`src/rtl/rx_mon_pkg.sv`:
```
package rx_mon_pkg;

   typedef enum logic [2:0] {
      ST_IDLE, ST_SSD_K, ST_DATA, ST_IDLE1, ST_ESD_R, ST_FALSE
   } mon_state_t;

   typedef enum logic [2:0] {
      K_DATA, K_IDLE, K_J, K_K, K_T, K_R, K_BAD
   } sym_kind_t;

   localparam logic [4:0] C_IDLE = 5'b11111;
   localparam logic [4:0] C_J    = 5'b11000;
   localparam logic [4:0] C_K    = 5'b10001;
   localparam logic [4:0] C_T    = 5'b01101;
   localparam logic [4:0] C_R    = 5'b00111;

   // returns {valid, nibble}
   function automatic logic [4:0] dec4b5b(input logic [4:0] s);
      logic [4:0] r;
      case (s)
         5'b11110: r = 5'h10;
         5'b01001: r = 5'h11;
         5'b10100: r = 5'h12;
         5'b10101: r = 5'h13;
         5'b01010: r = 5'h14;
         5'b01011: r = 5'h15;
         5'b01110: r = 5'h16;
         5'b01111: r = 5'h17;
         5'b10010: r = 5'h18;
         5'b10011: r = 5'h19;
         5'b10110: r = 5'h1A;
         5'b10111: r = 5'h1B;
         5'b11010: r = 5'h1C;
         5'b11011: r = 5'h1D;
         5'b11100: r = 5'h1E;
         5'b11101: r = 5'h1F;
         default:  r = 5'h00;
      endcase
      return r;
   endfunction

endpackage

```
`src/rtl/rx_sym_classify.sv`:
```
module rx_sym_classify
   import rx_mon_pkg::*;
#(
   parameter int SYM_W = 5,
   parameter int NIB_W = 4
) (
   input  logic [SYM_W-1:0]   sym_i,
   output sym_kind_t          kind_o,
   output logic [NIB_W-1:0]   nib_o
);
   logic [4:0] dec;

   always_comb begin
      dec   = dec4b5b(sym_i);
      nib_o = dec[NIB_W-1:0];
      if (sym_i == C_IDLE)    kind_o = K_IDLE;
      else if (sym_i == C_J)  kind_o = K_J;
      else if (sym_i == C_K)  kind_o = K_K;
      else if (sym_i == C_T)  kind_o = K_T;
      else if (sym_i == C_R)  kind_o = K_R;
      else if (dec[4])        kind_o = K_DATA;
      else                    kind_o = K_BAD;
   end
endmodule

```
`src/rtl/rx_frame_fsm.sv`:
```
module rx_frame_fsm
   import rx_mon_pkg::*;
#(
   parameter int               NIB_W    = 4,
   parameter logic [NIB_W-1:0] FC_CODE  = 4'hE,
   parameter int               IDLE_RUN = 2
) (
   input  logic              clk,
   input  logic              rst_n,
   input  sym_kind_t         kind_i,
   input  logic [NIB_W-1:0]  nib_i,
   output logic [NIB_W-1:0]  rxd_o,
   output logic              rx_dv_o,
   output logic              rx_er_o,
   output logic              crs_o,
   output logic              fc_set_o,
   output logic              pe_set_o
);
   localparam int CW = $clog2(IDLE_RUN + 1);

   if (IDLE_RUN < 1) begin : g_bad_run
      $error("IDLE_RUN must be at least 1");
   end

   mon_state_t       st, nxt;
   logic [CW-1:0]    cnt, n_cnt;
   logic [NIB_W-1:0] n_d;
   logic             n_dv, n_er, n_crs;

   always_comb begin
      nxt = st; n_cnt = cnt;
      n_d = '0; n_dv = 1'b0; n_er = 1'b0; n_crs = 1'b0;
      fc_set_o = 1'b0; pe_set_o = 1'b0;
      case (st)
         ST_IDLE: begin
            if (kind_i == K_J) begin
               nxt = ST_SSD_K; n_crs = 1'b1;
            end else if (kind_i != K_IDLE) begin
               nxt = ST_FALSE; fc_set_o = 1'b1; n_cnt = '0;
               n_crs = 1'b1; n_er = 1'b1; n_d = FC_CODE;
            end
         end
         ST_SSD_K: begin
            if (kind_i == K_K) begin
               nxt = ST_DATA; n_crs = 1'b1;
            end else begin
               nxt = ST_FALSE; fc_set_o = 1'b1; n_cnt = '0;
               n_crs = 1'b1; n_er = 1'b1; n_d = FC_CODE;
            end
         end
         ST_DATA, ST_IDLE1, ST_ESD_R: begin
            n_crs = 1'b1; n_dv = 1'b1;
            if (st == ST_ESD_R && kind_i == K_R) begin
               nxt = ST_IDLE; n_crs = 1'b0; n_dv = 1'b0;
            end else if (st == ST_ESD_R) begin
               nxt = ST_DATA; n_er = 1'b1;
            end else if (kind_i == K_DATA) begin
               nxt = ST_DATA; n_d = nib_i;
            end else if (kind_i == K_T) begin
               nxt = ST_ESD_R; n_dv = 1'b0;
            end else if (kind_i == K_IDLE && st == ST_IDLE1) begin
               nxt = ST_IDLE; pe_set_o = 1'b1;
               n_crs = 1'b0; n_dv = 1'b0; n_er = 1'b1;
            end else if (kind_i == K_IDLE) begin
               nxt = ST_IDLE1; n_er = 1'b1;
            end else begin
               nxt = ST_DATA; n_er = 1'b1;
            end
         end
         ST_FALSE: begin
            n_crs = 1'b1; n_er = 1'b1; n_d = FC_CODE;
            if (kind_i != K_IDLE) begin
               n_cnt = '0;
            end else if (cnt == CW'(IDLE_RUN - 1)) begin
               nxt = ST_IDLE; n_cnt = '0;
               n_crs = 1'b0; n_er = 1'b0; n_d = '0;
            end else begin
               n_cnt = cnt + 1'b1;
            end
         end
         default: nxt = ST_IDLE;
      endcase
   end

   always_ff @(posedge clk or negedge rst_n) begin
      if (!rst_n) begin
         st <= ST_IDLE; cnt <= '0;
         rxd_o <= '0; rx_dv_o <= 1'b0; rx_er_o <= 1'b0; crs_o <= 1'b0;
      end else begin
         st <= nxt; cnt <= n_cnt;
         rxd_o <= n_d; rx_dv_o <= n_dv; rx_er_o <= n_er; crs_o <= n_crs;
      end
   end

   assert_dv_needs_crs_R2: assert property (@(posedge clk) disable iff (!rst_n)
      rx_dv_o |-> crs_o);
   assert_pe_output_R6: assert property (@(posedge clk) disable iff (!rst_n)
      pe_set_o |=> (!rx_dv_o && rx_er_o && !crs_o));
   assert_fc_output_R7: assert property (@(posedge clk) disable iff (!rst_n)
      fc_set_o |=> (rx_er_o && !rx_dv_o && crs_o && rxd_o == FC_CODE));
   assert_events_exclusive_R8: assert property (@(posedge clk) disable iff (!rst_n)
      !(fc_set_o && pe_set_o));
endmodule

```
`src/rtl/rx_stat_latch.sv`:
```
module rx_stat_latch #(
   parameter int N        = 2,
   parameter bit SET_WINS = 1'b1
) (
   input  logic          clk,
   input  logic          rst_n,
   input  logic [N-1:0]  set_i,
   input  logic          rd_i,
   output logic [N-1:0]  flag_o
);
   for (genvar i = 0; i < N; i++) begin : g_flag
      if (SET_WINS) begin : g_set_pri
         always_ff @(posedge clk or negedge rst_n) begin
            if (!rst_n) flag_o[i] <= 1'b0;
            else        flag_o[i] <= set_i[i] | (flag_o[i] & ~rd_i);
         end
         assert_flag_sets_R8: assert property (@(posedge clk) disable iff (!rst_n)
            set_i[i] |=> flag_o[i]);
      end else begin : g_rd_pri
         always_ff @(posedge clk or negedge rst_n) begin
            if (!rst_n)    flag_o[i] <= 1'b0;
            else if (rd_i) flag_o[i] <= 1'b0;
            else           flag_o[i] <= flag_o[i] | set_i[i];
         end
      end
      assert_flag_clears_R9: assert property (@(posedge clk) disable iff (!rst_n)
         (rd_i && !set_i[i]) |=> !flag_o[i]);
   end
endmodule

```
`src/rtl/rx_stream_mon.sv`:
```
module rx_stream_mon
   import rx_mon_pkg::*;
#(
   parameter int               SYM_W    = 5,
   parameter int               NIB_W    = 4,
   parameter logic [NIB_W-1:0] FC_CODE  = 4'hE,
   parameter int               IDLE_RUN = 2,
   parameter bit               SET_WINS = 1'b1
) (
   input  logic              clk,
   input  logic              rst_n,
   input  logic [SYM_W-1:0]  sym_i,
   input  logic              stat_rd_i,
   output logic [NIB_W-1:0]  rxd_o,
   output logic              rx_dv_o,
   output logic              rx_er_o,
   output logic              crs_o,
   output logic              stat_fc_o,
   output logic              stat_pe_o
);
   localparam int NFLAG = 2;

   if (SYM_W != 5 || NIB_W != 4) begin : g_bad_width
      $error("code group must be 5 bits and nibble 4 bits");
   end

   sym_kind_t        kind;
   logic [NIB_W-1:0] nib;
   logic             fc_set, pe_set;
   logic [NFLAG-1:0] flags;

   rx_sym_classify #(.SYM_W(SYM_W), .NIB_W(NIB_W)) u_cls (
      .sym_i(sym_i), .kind_o(kind), .nib_o(nib));

   rx_frame_fsm #(.NIB_W(NIB_W), .FC_CODE(FC_CODE), .IDLE_RUN(IDLE_RUN)) u_fsm (
      .clk(clk), .rst_n(rst_n), .kind_i(kind), .nib_i(nib),
      .rxd_o(rxd_o), .rx_dv_o(rx_dv_o), .rx_er_o(rx_er_o), .crs_o(crs_o),
      .fc_set_o(fc_set), .pe_set_o(pe_set));

   rx_stat_latch #(.N(NFLAG), .SET_WINS(SET_WINS)) u_stat (
      .clk(clk), .rst_n(rst_n), .set_i({pe_set, fc_set}), .rd_i(stat_rd_i),
      .flag_o(flags));

   assign stat_fc_o = flags[0];
   assign stat_pe_o = flags[1];
endmodule

```
`config.mk`:
```
export PLATFORM = sky130hd
export DESIGN_NAME = rx_stream_mon
export DESIGN_NICKNAME = d
export VERILOG_FILES = /design/src/rtl/rx_mon_pkg.sv /design/src/rtl/rx_sym_classify.sv /design/src/rtl/rx_frame_fsm.sv /design/src/rtl/rx_stat_latch.sv /design/src/rtl/rx_stream_mon.sv
export SDC_FILE = /design/constraint.sdc
export NUM_CORES = 1
export LEC_CHECK = 0
export BUFFER_PORTS_ARGS = -buffer_cell sky130_fd_sc_hd__buf_4
export CAP_MARGIN = 20
export CORE_UTILIZATION = 49
export DETAILED_ROUTE_END_ITERATION = 7
export MAX_ROUTING_LAYER = met4
export PLACE_DENSITY_LB_ADDON = 0.1
export SETUP_SLACK_MARGIN = 0.1
export SLEW_MARGIN = 10
export SYNTH_ARGS = -nofsm -noshare
export SYNTH_HDL_FRONTEND = slang
export SYNTH_SLANG_ARGS = --single-unit
```
`constraint.sdc`:
```
create_clock -name clk -period 1.3 [get_ports clk]
set_input_delay 0.195 -clock clk [delete_from_list [all_inputs] [get_ports clk]]
set_output_delay 0.195 -clock clk [all_outputs]
set_load 0.02 [all_outputs]
```
==> summary.txt <==
status = finished, violations left
failing checks = setup timing
Leak Pwr = 0.6236 nW
initial core utilization = 0.5410
Final WS setup = -0.07793 ns
Fin. Hold Viols = 0
critical path required time = 1.48 ns
Die X = 46.60 um
clock slew at reported path FFs = 0.08 ns
FMAX = 725.7 MHz
CTS Sinks = 14
antenna viol nets, final = 0
dominant synthesized flop cell = dfrtp_1
port bufs = 16
Worst setup SP type = flop
Synth Warn # = 0
Pwr Total = 0.002222 W
synth unique cells = 45
EDFF count, synth = 0
fin. max-slew vios = 0
Final setup viols = 7
clock tree from TritonCTS = built
die area = 0.002172 sq mm
Antenna Cells = 0
WS Path Type = reg -> reg
worst hold slack = 0.2629 ns
Yosys reg bits = 14
IR Drop Worst-Case VDD = 1.175 mV
final instance area = 0.001369 sq mm
synthesized area per cell = 8.626 sq um
pwr dens = 1623 mW/mm^2
H-tree levels = 1
DR WL/cell = 15.59 um
synthesized area = 974.7 sq um
layout cells sized above 1 = 0.3987
Core Footprint = 0.001802 sq mm
TritonCTS Buffers = 3
GRT overflow = 0
Post-Synthesis Cells = 113
Worst Tran Pin Value = 0.4238 ns
area overhead of the layout relative to synthesis = 40.44%
Synth area leader = dfrtp_1
GRT Resource Usage Total = 0.2993
Skew-Pair Late Insertion Delay = 0.28 ns
final critical-path share of the clock period = 1.060
dpl hpwl = 2.030 mm
first-pass GRT wire length = 4.436 mm
largest net degree at the start of global routing = 15
antenna violations before repair = 0
CTS Buffer Depth = 2
Routed WL = 2.775 mm
Hold Path Class = in -> reg
DRT iter0 DRCs = 31
Max Cap Violations = 0
RSZ-0062 raised after global routing = yes
DRC = 0
final net count = 165
number of core rows = 15
Clk Tree Root Cell = clkbuf_4
Final Skew = 0.0004598 ns
synth cell count leaders = dfrtp_1 (14), nand3_1 (9), inv_1 (8)
Yosys top cell area share = 0.3594
Period minus WS final = 1.378 ns
share of flip-flops with an asynchronous set or reset = 1.000
First-pass DRT Iterations = 4
Crit path arrival time = 1.55 ns
Area contributors post-synth = dfrtp_1 (36%), nand3_1 (4.6%), ha_1 (3.9%)
register area share after synthesis = 0.3594
max_slew headroom = 0.7148
post-DR vias/cell = 5.938
CP max FO = 7
dpl cell area = 0.001266 sq mm
Ports = 17
routed vias = 1057
die height = 46.60 um
most numerous cell in the Yosys netlist = dfrtp_1
GPL Wtd Cong = 0.8983
synthesized net count = 124
number of global-route vias before repair = 1006
CP endpoint kind = flop
==> cells in the final DEF, fill, tap and decap left out, drive strengths merged, types with 2 or more instances in the layout <==
master,count
a21oi,5
nand4,3
nand3b,3
nand3,9
nor3,3
a32o,2
o211ai,3
nor2,7
or2b,2
nand2,6
buf,43
clkbuf,4
dfrtp,14
o21ai,6
ha,3
and3,2
o22ai,4
nor4,2
inv,8
==> cells by family (layout without fill, tap and decap cells) <==
logic type / count (synthesis) / count (layout) / share of synthesized area
AO/OA/AOI/OAI: 33 / 33 / 0.2478
multiplexers: 1 / 1 / 0.01027
flip-flops: 14 / 14 / 0.3594
adder cells (fa/ha/maj): 3 / 3 / 0.03852
buffers and inverters: 16 / 56 / 0.07957
AND/OR/NAND/NOR: 46 / 46 / 0.2645
==> flip-flops by register name, summed over array words and instances (netlist names) <==
register / flops
u_fsm.cnt: 2
u_fsm.crs_o: 1
u_fsm.rx_dv_o: 1
u_fsm.rx_er_o: 1
u_fsm.rxd_o: 4
u_fsm.st: 3
u_stat.flag_o: 2
==> where the power goes <==
part           leakage [nW]  internal (W)  switching, W
sequential            0.172      0.000593     0.0000926
clock                0.0210      0.000170      0.000135
combinational         0.431      0.000555      0.000677
total                 0.624       0.00132      0.000904
==> path summary, 6_finish.rpt <==
check                                  start                to  slack [ns]  cells past startpoint
worst max register to register   u_fsm.st[0]      u_fsm.cnt[0]       -0.08                      5
worst min-delay path               stat_rd_i  u_stat.flag_o[1]        0.26                      3
worst max-delay path             u_fsm.st[0]      u_fsm.cnt[0]       -0.08                      5
min in group asynchronous              rst_n     u_fsm.rx_dv_o        0.29                      2
max in group asynchronous              rst_n       u_fsm.st[0]        0.84                      2
worst min register to register  u_fsm.cnt[1]      u_fsm.cnt[1]        0.49                      1
==> worst max-delay path: stages (launching register included) <==
cell	delay, ns
dfrtp_1	0.41
and3b_2	0.21
o2111ai_2	0.17
o211ai_1	0.12
buf_4	0.18
a21o_1	0.18
==> through the flow <==
stage	setup TNS [ns]	setup slack (ns)	instances	utilization
after floorplan	-0.1051	-0.04730	113	-
after global placement	-0.9589	-0.1585	170	0.7028
after detailed placement	-1.223	-0.1955	170	0.7028
after CTS	-0.07820	-0.03967	176	0.7361
after global routing	-0.6665	-0.1200	178	0.7597
final	-0.2813	-0.07793	178	0.7597
==> routing by layer <==
layer	GRT usage	part of all wire	up-vias
met2	0.4833	0.52	50
li1	-	-	504
met3	0.05882	0.065	7
met5	-	0	-
met4	0.07059	0.014	0
met1	0.3804	0.40	496
==> area by class of cell <==
cell class	count	area [sq um]
timing repair buffer	44	332.8
fill	145	432.9
clock buffer	4	36.28
inverter	8	32.53
sequential	14	350.3
tap	25	31.28
multi-input combinational	83	585.6
==> what timing repair did <==
item                                    in CTS  in global routing
setup buffers                                1                  2
pin swaps                                    1                  2
resized for setup                            1                  7
endpoints found under the setup margin       9                 12
endpoints found under the hold margin       14                  0
hold buffers                                 1                  0
No activity file was read; power rests on OpenSTA's default activity.
